===== src/rtl/tsi_pkg.sv =====
package tsi_pkg;

    // Largest supported channel count is 512, so source fields are 9 bits.
    localparam int MAX_CW = 9;
    localparam int XW     = MAX_CW + 1;
    localparam logic [7:0] IDLE_BYTE = 8'hFF;

    typedef enum logic {
        XFER_CONST = 1'b0,
        XFER_MIN   = 1'b1
    } xfer_mode_e;

    typedef struct packed {
        logic              en;
        xfer_mode_e        mode;
        logic [MAX_CW-1:0] src;
    } map_entry_t;

    // Minimum-delay outputs see the live bank once their source slot has ended.
    function automatic logic read_live_bank(map_entry_t e, logic [XW-1:0] slots_done);
        return (e.mode == XFER_MIN) && (XW'(e.src) < slots_done);
    endfunction

endpackage


===== src/rtl/tsi_timing.sv =====
module tsi_timing #(
    parameter int NCH = 64,
    localparam int SW = $clog2(NCH + 1)
) (
    input  logic          clk,
    input  logic          rst,
    input  logic          frame_i,
    input  logic          slot_i,
    output logic          wr_bank,
    output logic [SW-1:0] slots_done
);

    always_ff @(posedge clk) begin
        if (rst) begin
            wr_bank    <= 1'b0;
            slots_done <= '0;
        end else if (frame_i) begin
            wr_bank    <= ~wr_bank;
            slots_done <= '0;
        end else if (slot_i && (slots_done != SW'(NCH))) begin
            slots_done <= slots_done + 1'b1;
        end
    end

    p_bank_swap_r8: assert property (@(posedge clk) disable iff (rst)
        frame_i |=> (wr_bank != $past(wr_bank)));

    p_frame_clear_r9: assert property (@(posedge clk) disable iff (rst)
        frame_i |=> (slots_done == '0));

    p_count_bound_r9: assert property (@(posedge clk) disable iff (rst)
        slots_done <= SW'(NCH));

endmodule


===== src/rtl/tsi_map.sv =====
module tsi_map
    import tsi_pkg::*;
#(
    parameter int NCH = 64,
    localparam int CW = $clog2(NCH)
) (
    input  logic          clk,
    input  logic          rst,
    input  logic          frame_i,
    input  logic          cfg_we,
    input  logic [CW-1:0] cfg_addr,
    input  map_entry_t    cfg_entry,
    input  logic [CW-1:0] rd_addr,
    output map_entry_t    rd_entry
);

    map_entry_t staged [NCH];
    map_entry_t live   [NCH];

    for (genvar i = 0; i < NCH; i++) begin : g_entry
        always_ff @(posedge clk) begin
            if (rst) begin
                staged[i] <= '0;
                live[i]   <= '0;
            end else begin
                if (cfg_we && (cfg_addr == CW'(i)))
                    staged[i] <= cfg_entry;
                if (frame_i)
                    live[i] <= staged[i];
            end
        end

        // Live entries change only at a frame pulse.
        p_live_hold_r7: assert property (@(posedge clk) disable iff (rst)
            !frame_i |=> $stable(live[i]));
    end

    assign rd_entry = live[rd_addr];

endmodule


===== src/rtl/tsi_store.sv =====
module tsi_store #(
    parameter int NCH = 64,
    parameter int DW  = 8,
    localparam int CW = $clog2(NCH)
) (
    input  logic          clk,
    input  logic          we,
    input  logic          wr_bank,
    input  logic [CW-1:0] wr_addr,
    input  logic [DW-1:0] wr_data,
    input  logic          rd_bank,
    input  logic [CW-1:0] rd_addr,
    output logic [DW-1:0] rd_data
);

    logic [DW-1:0] mem [2*NCH];

    always_ff @(posedge clk) begin
        if (we)
            mem[{wr_bank, wr_addr}] <= wr_data;
    end

    assign rd_data = mem[{rd_bank, rd_addr}];

endmodule


===== src/rtl/tsi_buffer.sv =====
module tsi_buffer
    import tsi_pkg::*;
#(
    parameter int NCH = 64,
    localparam int CW = $clog2(NCH),
    localparam int SW = $clog2(NCH + 1)
) (
    input  logic          clk,
    input  logic          rst,
    input  logic          frame_i,
    input  logic          slot_i,
    input  logic          in_valid,
    input  logic [CW-1:0] in_chan,
    input  logic [7:0]    in_byte,
    input  logic          out_req,
    input  logic [CW-1:0] out_chan,
    output logic          out_valid,
    output logic [CW-1:0] out_ochan,
    output logic [7:0]    out_byte,
    input  logic          cfg_we,
    input  logic [CW-1:0] cfg_addr,
    input  logic [CW-1:0] cfg_src,
    input  logic          cfg_en,
    input  logic          cfg_mode
);

    logic          wr_bank;
    logic [SW-1:0] slots_done;
    map_entry_t    cfg_entry;
    map_entry_t    route;
    logic          use_live;
    logic          rd_bank;
    logic [7:0]    rd_data;

    tsi_timing #(.NCH(NCH)) u_timing (
        .clk        (clk),
        .rst        (rst),
        .frame_i    (frame_i),
        .slot_i     (slot_i),
        .wr_bank    (wr_bank),
        .slots_done (slots_done)
    );

    always_comb begin
        cfg_entry      = '0;
        cfg_entry.en   = cfg_en;
        cfg_entry.mode = xfer_mode_e'(cfg_mode);
        cfg_entry.src  = MAX_CW'(cfg_src);
    end

    tsi_map #(.NCH(NCH)) u_map (
        .clk       (clk),
        .rst       (rst),
        .frame_i   (frame_i),
        .cfg_we    (cfg_we),
        .cfg_addr  (cfg_addr),
        .cfg_entry (cfg_entry),
        .rd_addr   (out_chan),
        .rd_entry  (route)
    );

    // Live bank for finished minimum-delay sources, previous bank otherwise.
    assign use_live = read_live_bank(route, XW'(slots_done));
    assign rd_bank  = use_live ? wr_bank : ~wr_bank;

    tsi_store #(.NCH(NCH), .DW(8)) u_store (
        .clk     (clk),
        .we      (in_valid),
        .wr_bank (wr_bank),
        .wr_addr (in_chan),
        .wr_data (in_byte),
        .rd_bank (rd_bank),
        .rd_addr (route.src[CW-1:0]),
        .rd_data (rd_data)
    );

    always_ff @(posedge clk) begin
        if (rst) begin
            out_valid <= 1'b0;
            out_ochan <= '0;
            out_byte  <= IDLE_BYTE;
        end else begin
            out_valid <= out_req;
            if (out_req) begin
                out_ochan <= out_chan;
                out_byte  <= route.en ? rd_data : IDLE_BYTE;
            end
        end
    end

    p_valid_follows_r2: assert property (@(posedge clk) disable iff (rst)
        out_req |=> out_valid);

    p_no_spurious_r2: assert property (@(posedge clk) disable iff (rst)
        !out_req |=> !out_valid);

    p_chan_echo_r2: assert property (@(posedge clk) disable iff (rst)
        out_req |=> (out_ochan == $past(out_chan)));

    p_idle_byte_r3: assert property (@(posedge clk) disable iff (rst)
        (out_req && !route.en) |=> (out_byte == IDLE_BYTE));

endmodule


===== config.mk =====
export PLATFORM = sky130hd
export DESIGN_NAME = tsi_buffer
export DESIGN_NICKNAME = d
export VERILOG_FILES = /design/src/rtl/tsi_pkg.sv /design/src/rtl/tsi_timing.sv /design/src/rtl/tsi_map.sv /design/src/rtl/tsi_store.sv /design/src/rtl/tsi_buffer.sv
export SDC_FILE = /design/constraint.sdc
export NUM_CORES = 2
export LEC_CHECK = 0
export BUFFER_PORTS_ARGS = -buffer_cell sky130_fd_sc_hd__buf_2
export CORE_UTILIZATION = 40
export DETAILED_ROUTE_END_ITERATION = 8
export PLACE_DENSITY_LB_ADDON = 0.05
export SLEW_MARGIN = 20
export SYNTH_ARGS = -nofsm -noshare
export SYNTH_HDL_FRONTEND = slang
export SYNTH_SLANG_ARGS = --single-unit

===== constraint.sdc =====
create_clock -name clk -period 22.7 [get_ports clk]
set_clock_uncertainty 0.2 [all_clocks]
set_input_delay 3.405 -clock clk [delete_from_list [all_inputs] [get_ports clk]]
set_output_delay 3.405 -clock clk [all_outputs]
set_load 0.01 [all_outputs]

# Word-level counts from Yosys, hierarchy flattened
# Memory sizes are Yosys's and may differ from the RTL's.
# Index checks and enable logic that the tools add are counted.
# totals
register_bits	23
inputBits	41
mem_bits_rw	2240
n_memories	3
output_inout_bits	15
wordCells	600
# memory_table
name	words	word_bits	read_ports	rd_ports_with_merged_regs	write_ports	line_no	source
u_store.mem	128	8	1	0	1	tsi_store.sv:16	logic [DW-1:0] mem [2*NCH];
u_map.live	64	11	1	0	64	tsi_map.sv:18	map_entry_t live [NCH];
u_map.staged	64	8	64	0	64	tsi_map.sv:17	map_entry_t staged [NCH];
# op_classes
bitwise	129
n_mux	329
n_addsub	1
order_cmp	1
reduce_logical	68
n_eq_ne	64
# ops
op	count
two-way mux 11 bit	64
two-way mux 8 bit	65
two-way mux 1 bit	200
equality test 6 bit, second input constant	32
bitwise OR 1 bit	128
equality test 6 x 5 -> 1 bit, second input constant	16
logical AND 1 bit	66
equality test 6 x 4 -> 1 bit, second input constant	8
equality test 6 x 3 -> 1 bit, second input constant	4
equality test 6 x 2 -> 1 bit, second input constant	2
less-than comparator 9 x 7 -> 1 bit	1
adder 7 x 1 -> 7 bit, second input constant	1
inequality test 7 bit, second input constant	1
equality test 6 x 1 -> 1 bit, second input constant	1
zero test 6 bit	1
OR reduction 2 bit	1
inverter 1 bit	1

# Depth between registers and ports, before layout
# depth
depth_word	6
mapped_depth	28

# Modules after synthesis
# Synthesis repeated with hierarchy kept, for this count alone.
# hier_totals
hier_cells	5414
area_unflattened_um2	99241.4
# by_module_without_submodules
mod	instances	area_each_um2	cells_each
tsi_map	1	58658.8	3667
tsi_store	1	39505.4	1627
tsi_buffer	1	696.9	75
tsi_timing	1	380.4	45

# Worst setup path after synthesis
# Ideal clock, no wire load.
# synth_timing
path_kind	in2reg
start	in rst
end	mem u_map.live[0][0] in the netlist's numbering (enable)
slack_ns	3.657
required_time_ns	21.423
stages	3
arrival_time_ns	17.766
path_cell_list	clkbuf_1 -> or2_2 -> clkbuf_1
# synth_rtl
item	line_no	source
from (decl)	tsi_buffer.sv:9	input logic rst,
to (decl)	tsi_map.sv:18	

# Final worst setup path
# layout_timing
start	in out_chan[0]
end	reg out_byte[4]
# layout_between
elab_chain_len	6
# layout_lines
item	line_no	source
from (decl)	tsi_buffer.sv:16	input logic [CW-1:0] out_chan,
memory (64 x 11 bit) (*)	-	
less-than comparator 9 x 7 -> 1 bit	tsi_pkg.sv:21	return (e.mode == XFER_MIN) && (XW'(e.src) < slots_done);
logical AND 1 bit	tsi_pkg.sv:21	
two-way mux 1 bit	tsi_buffer.sv:64	assign rd_bank = use_live ? wr_bank : ~wr_bank;
memory (128 x 8 bit)	-	
two-way mux 8 bit (*)	tsi_buffer.sv:86	out_byte <= route.en ? rd_data : IDLE_BYTE;
to (signal assigned)	tsi_buffer.sv:86	
to (decl)	tsi_buffer.sv:19	output logic [7:0] out_byte,
# Every way passes the cells marked *; elsewhere a longest branch is shown, timed or not.
# A chain may end at the register's enable or synchronous reset.

==> run metrics <==
hold path cells 2; HP Start out_ochan[4]; Slew HR 22.1%; CTS Buf Count 224; clock root buffer clkbuf_16; crit-path cells buf_8 -> buf_4 -> buf_4 -> mux2i_1 -> a2111oi_0 -> nand3_1 -> and4_2 -> buf_4 -> nand2_4 -> buf_12 -> buf_4 -> mux2i_1 -> mux2i_1 -> o22ai_1 -> or4_1 -> o2bb2a_2 -> a31oi_1; most used routing layer met2; setup_tns 0 ns; GR Layer Usage met2 35.8%; port buffer count 55; PwrDens 91.9 nW/um^2; synthesized cell area 85100 sq um; synthesized area per cell 15.7 sq um; Sequential Power Share 50.0%; cts repair resizes 0; Ys Warns 0; Sink Count 2071; Reg2Reg Launch Point u_map.live[35][0]; fraction of layout cells with a size suffix above 1 11.2%; VDD IR-drop max 0.0000852 V; postcts setup bufs 0; Post-Syn Nets 5477; Worst-Margin Slew 1.17 ns; Pre-antenna DRT Iters 6; final setup violation count 0; CP startpoint kind input pin; Final Hold Vio Count 0; GR Overflow Total 0; Hold WS 0.292 ns; DRT Wirelength 236000 microns; highest-delay cell along the critical path or4_1; wire length per cell 28.0 microns; Crit Path Category input pin to flip-flop; Worst Hold End out_ochan[4]; critical path arrival 10.46 ns; Main synth FF type edfxtp_1; Clock Latency Late Sink 0.86 ns; Rows 168; final net count 5486; RSZ-0062 raised after global routing false; R2R Setup Slk 16.34 ns; asr flop ratio synth 0%; CP Buf/Inv Count 6; Net Sw Power 2.14 mW; Total GRT Usage 21.7%; Starting Density 40.4%; DIE AREA 215000 sq um; met3 Usage GRT 3.12%; status complete, no violations; width of the die 463 microns; Via Count 44980; Clock power frac 40.2%; global-route wire length before repair 338000 microns; H-tree depth 4; CTS tree done; FILL cells 18566; Crit path required time 23.28 ns; Critical Path Max Stage Delay 0.77 ns; placer congestion estimate 0.821; Combinational Power Share 9.8%; met1 Usage GRT 30.3%; Multi-input gate area 21600 sq um; Net Sw Frac 24.5%; Worst setup EP type flip-flop; I/O pins 56; cells on worst reg2reg path 14; hold_buf cts 0; Syn Inst Count 5429; max-cap violations 0; P_int 6.60 mW; CP max FO 99; final slew viol count 0; ANT nets after route 0; Post-synth EDFFs 2048; CTS clk-pin slew, worst paths 0.06 ns; initial detailed-routing violation count 3896; FF+latch area 62000 sq um; dpl hpwl 141000 microns; distinct cell type count after synthesis 65; CP dominant cell by count buf_4; Synth-to-Final Area Change 11.7%; fin crit share 43.5%; die height 463 microns; worst hold path type flip-flop to flip-flop; largest net degree at the start of global routing 230; Core Footprint 211000 sq um; largest delay contributor family on the critical path buffers and inverters; initial antenna violation count 10; vias in the first global route 44896; Seq/Total Area, Yosys 72.8%; total chip power 8.74 mW; final critical-path required period 9.88 ns; Leakage 32.8 nW; CTS max path bufs 3; DR vias/cell 5.34; residual DRC count 0; r2r endpoint out_byte[4]; fmax 101 MHz; flops & latches, synth 2071
==> registers in the layout, summed over array words and instances (netlist names) <==
signal and count:
out_byte 8, out_ochan 6, out_valid 1, u_map.live 512
u_map.staged 512, u_store.mem 1024, u_timing.slots_done 7, u_timing.wr_bank 1
==> stage by stage <==
stage / cells / worst slack, ns / util [%] / area, sq um
after global placement: 8016 / 11.92 / 41.8 / 88100
after global routing: 8424 / 12.33 / 45.2 / 95100
after detailed placement: 8016 / 11.93 / 41.8 / 88100
after floorplan: 5429 / 3.66 / - / 85100
final: 8427 / 12.82 / 45.2 / 95100
after CTS: 8422 / 12.86 / 45.1 / 95100
==> worst max-delay path by stage <==
stage | slack [ns] | from | to | depth (start not counted)
2_1_floorplan | 3.66 | rst | u_map.live[0][0] | 3
3_5_place_dp | 11.93 | out_chan[0] | out_byte[5] | 17
6_report | 12.82 | out_chan[0] | out_byte[4] | 17
4_1_cts | 12.86 | out_chan[0] | out_byte[5] | 17
3_3_place_gp | 11.92 | out_chan[0] | out_byte[5] | 17
5_1_grt | 12.33 | out_chan[0] | out_byte[7] | 17
==> power by group through the flow <==
stage | combinational, mW | clock, mW | sequential (mW)
floorplan | 0.518 | 0 | 4.45
global placement | 0.869 | 0 | 4.45
detailed placement | 0.870 | 0 | 4.45
CTS | 0.871 | 3.59 | 4.37
global route | 0.911 | 3.72 | 4.37
finish | 0.860 | 3.51 | 4.37
==> per-layer routing <==
layer,routed length (microns),part of all wire [%],vias up
met3,10100,4.3,306
li1,-,-,20272
met1,106000,45,23280
met5,38,0.016,-
met2,114000,48,1116
met4,5250,2.2,6
==> synthesized netlist by cell type, types with 8 or more instances <==
| cell | n | area share [%] |
|---|---|---|
| a211oi_1 | 77 | 0.68 |
| a21boi_0 | 29 | 0.26 |
| a21oi_1 | 15 | 0.088 |
| a22oi_1 | 12 | 0.11 |
| a311oi_1 | 45 | 0.46 |
| a31oi_1 | 60 | 0.44 |
| and2_1 | 1030 | 7.6 |
| and3_1 | 60 | 0.44 |
| buf_1 | 26 | 0.11 |
| buf_2 | 88 | 0.52 |
| buf_4 | 15 | 0.13 |
| buf_6 | 14 | 0.19 |
| clkbuf_1 | 209 | 0.92 |
| dfxtp_1 | 23 | 0.54 |
| edfxtp_1 | 2048 | 72 |
| inv_1 | 9 | 0.040 |
| mux2i_1 | 452 | 5.3 |
| mux4_2 | 143 | 3.8 |
| nand2_1 | 443 | 2.0 |
| nand2b_1 | 10 | 0.073 |
| nand3_1 | 89 | 0.52 |
| nand4_1 | 11 | 0.081 |
| nor2_1 | 222 | 0.98 |
| nor2b_1 | 19 | 0.14 |
| nor3_1 | 15 | 0.088 |
| o2111ai_1 | 9 | 0.093 |
| o21a_1 | 8 | 0.071 |
| o21ai_0 | 25 | 0.15 |
| o21bai_1 | 64 | 0.56 |
| o22ai_1 | 63 | 0.46 |
| or2_2 | 8 | 0.059 |
| or4_1 | 14 | 0.12 |
==> tightest hold or removal path: stages, from the launching register on <==
cell	delay (ns)
dfxtp_1	0.32
mux2i_1	0.06
nor2_1	0.07
==> cell usage in the layout (no fill, tap or decap), types with 7 or more instances in the layout <==
cell type and instances:
edfxtp_1 2048, and2_1 1029, mux2i_1 452, nand2_1 440, clkbuf_16 228, nor2_1 222, mux4_2 143, nand3_1 87
buf_4 83, a211oi_1 77, o22ai_1 63, o21bai_1 61, and3_1 60, a31oi_1 60, clkbuf_1 59, a311oi_1 45
buf_2 44, clkinv_1 43, clkinv_2 37, a21boi_0 29, o21ai_0 25, dfxtp_1 23, nor2b_1 18, clkbuf_8 18
a21oi_1 15, nor3_1 15, or4_1 14, a22oi_1 12, nand4_1 11, bufinv_16 10, nand2b_1 9, o2111ai_1 9
inv_1 8, o21a_1 8, or2_2 7, o31a_1 7, o2bb2a_2 7, ha_1 7
==> logic make-up (layout without fill, tap and decap cells) <==
| group | after synthesis | after routing | share of synthesized area (%) |
|---|---|---|---|
| compound gates | 442 | 442 | 3.80 |
| other cells | 0 | 4 | 0 |
| xor+xnor | 5 | 5 | 0.0514 |
| flops | 2071 | 2071 | 72.8 |
| buf+inv | 367 | 556 | 1.94 |
| fa+ha+maj | 7 | 7 | 0.103 |
| mux | 599 | 599 | 9.15 |
| simple gates | 1938 | 1938 | 12.2 |
==> final cells by class <==
class / count / share of cell area [%]
well taps: 2805 / 3.69
clock buffers: 305 / 6.49
repair buffers: 135 / 1.05
clock inverters: 101 / 0.839
diodes: 4 / 0.0105
flip-flops and latches: 2071 / 65.1
multi-input cells: 2991 / 22.7
inverters: 15 / 0.0737
Power figures use the tool's default switching activity.
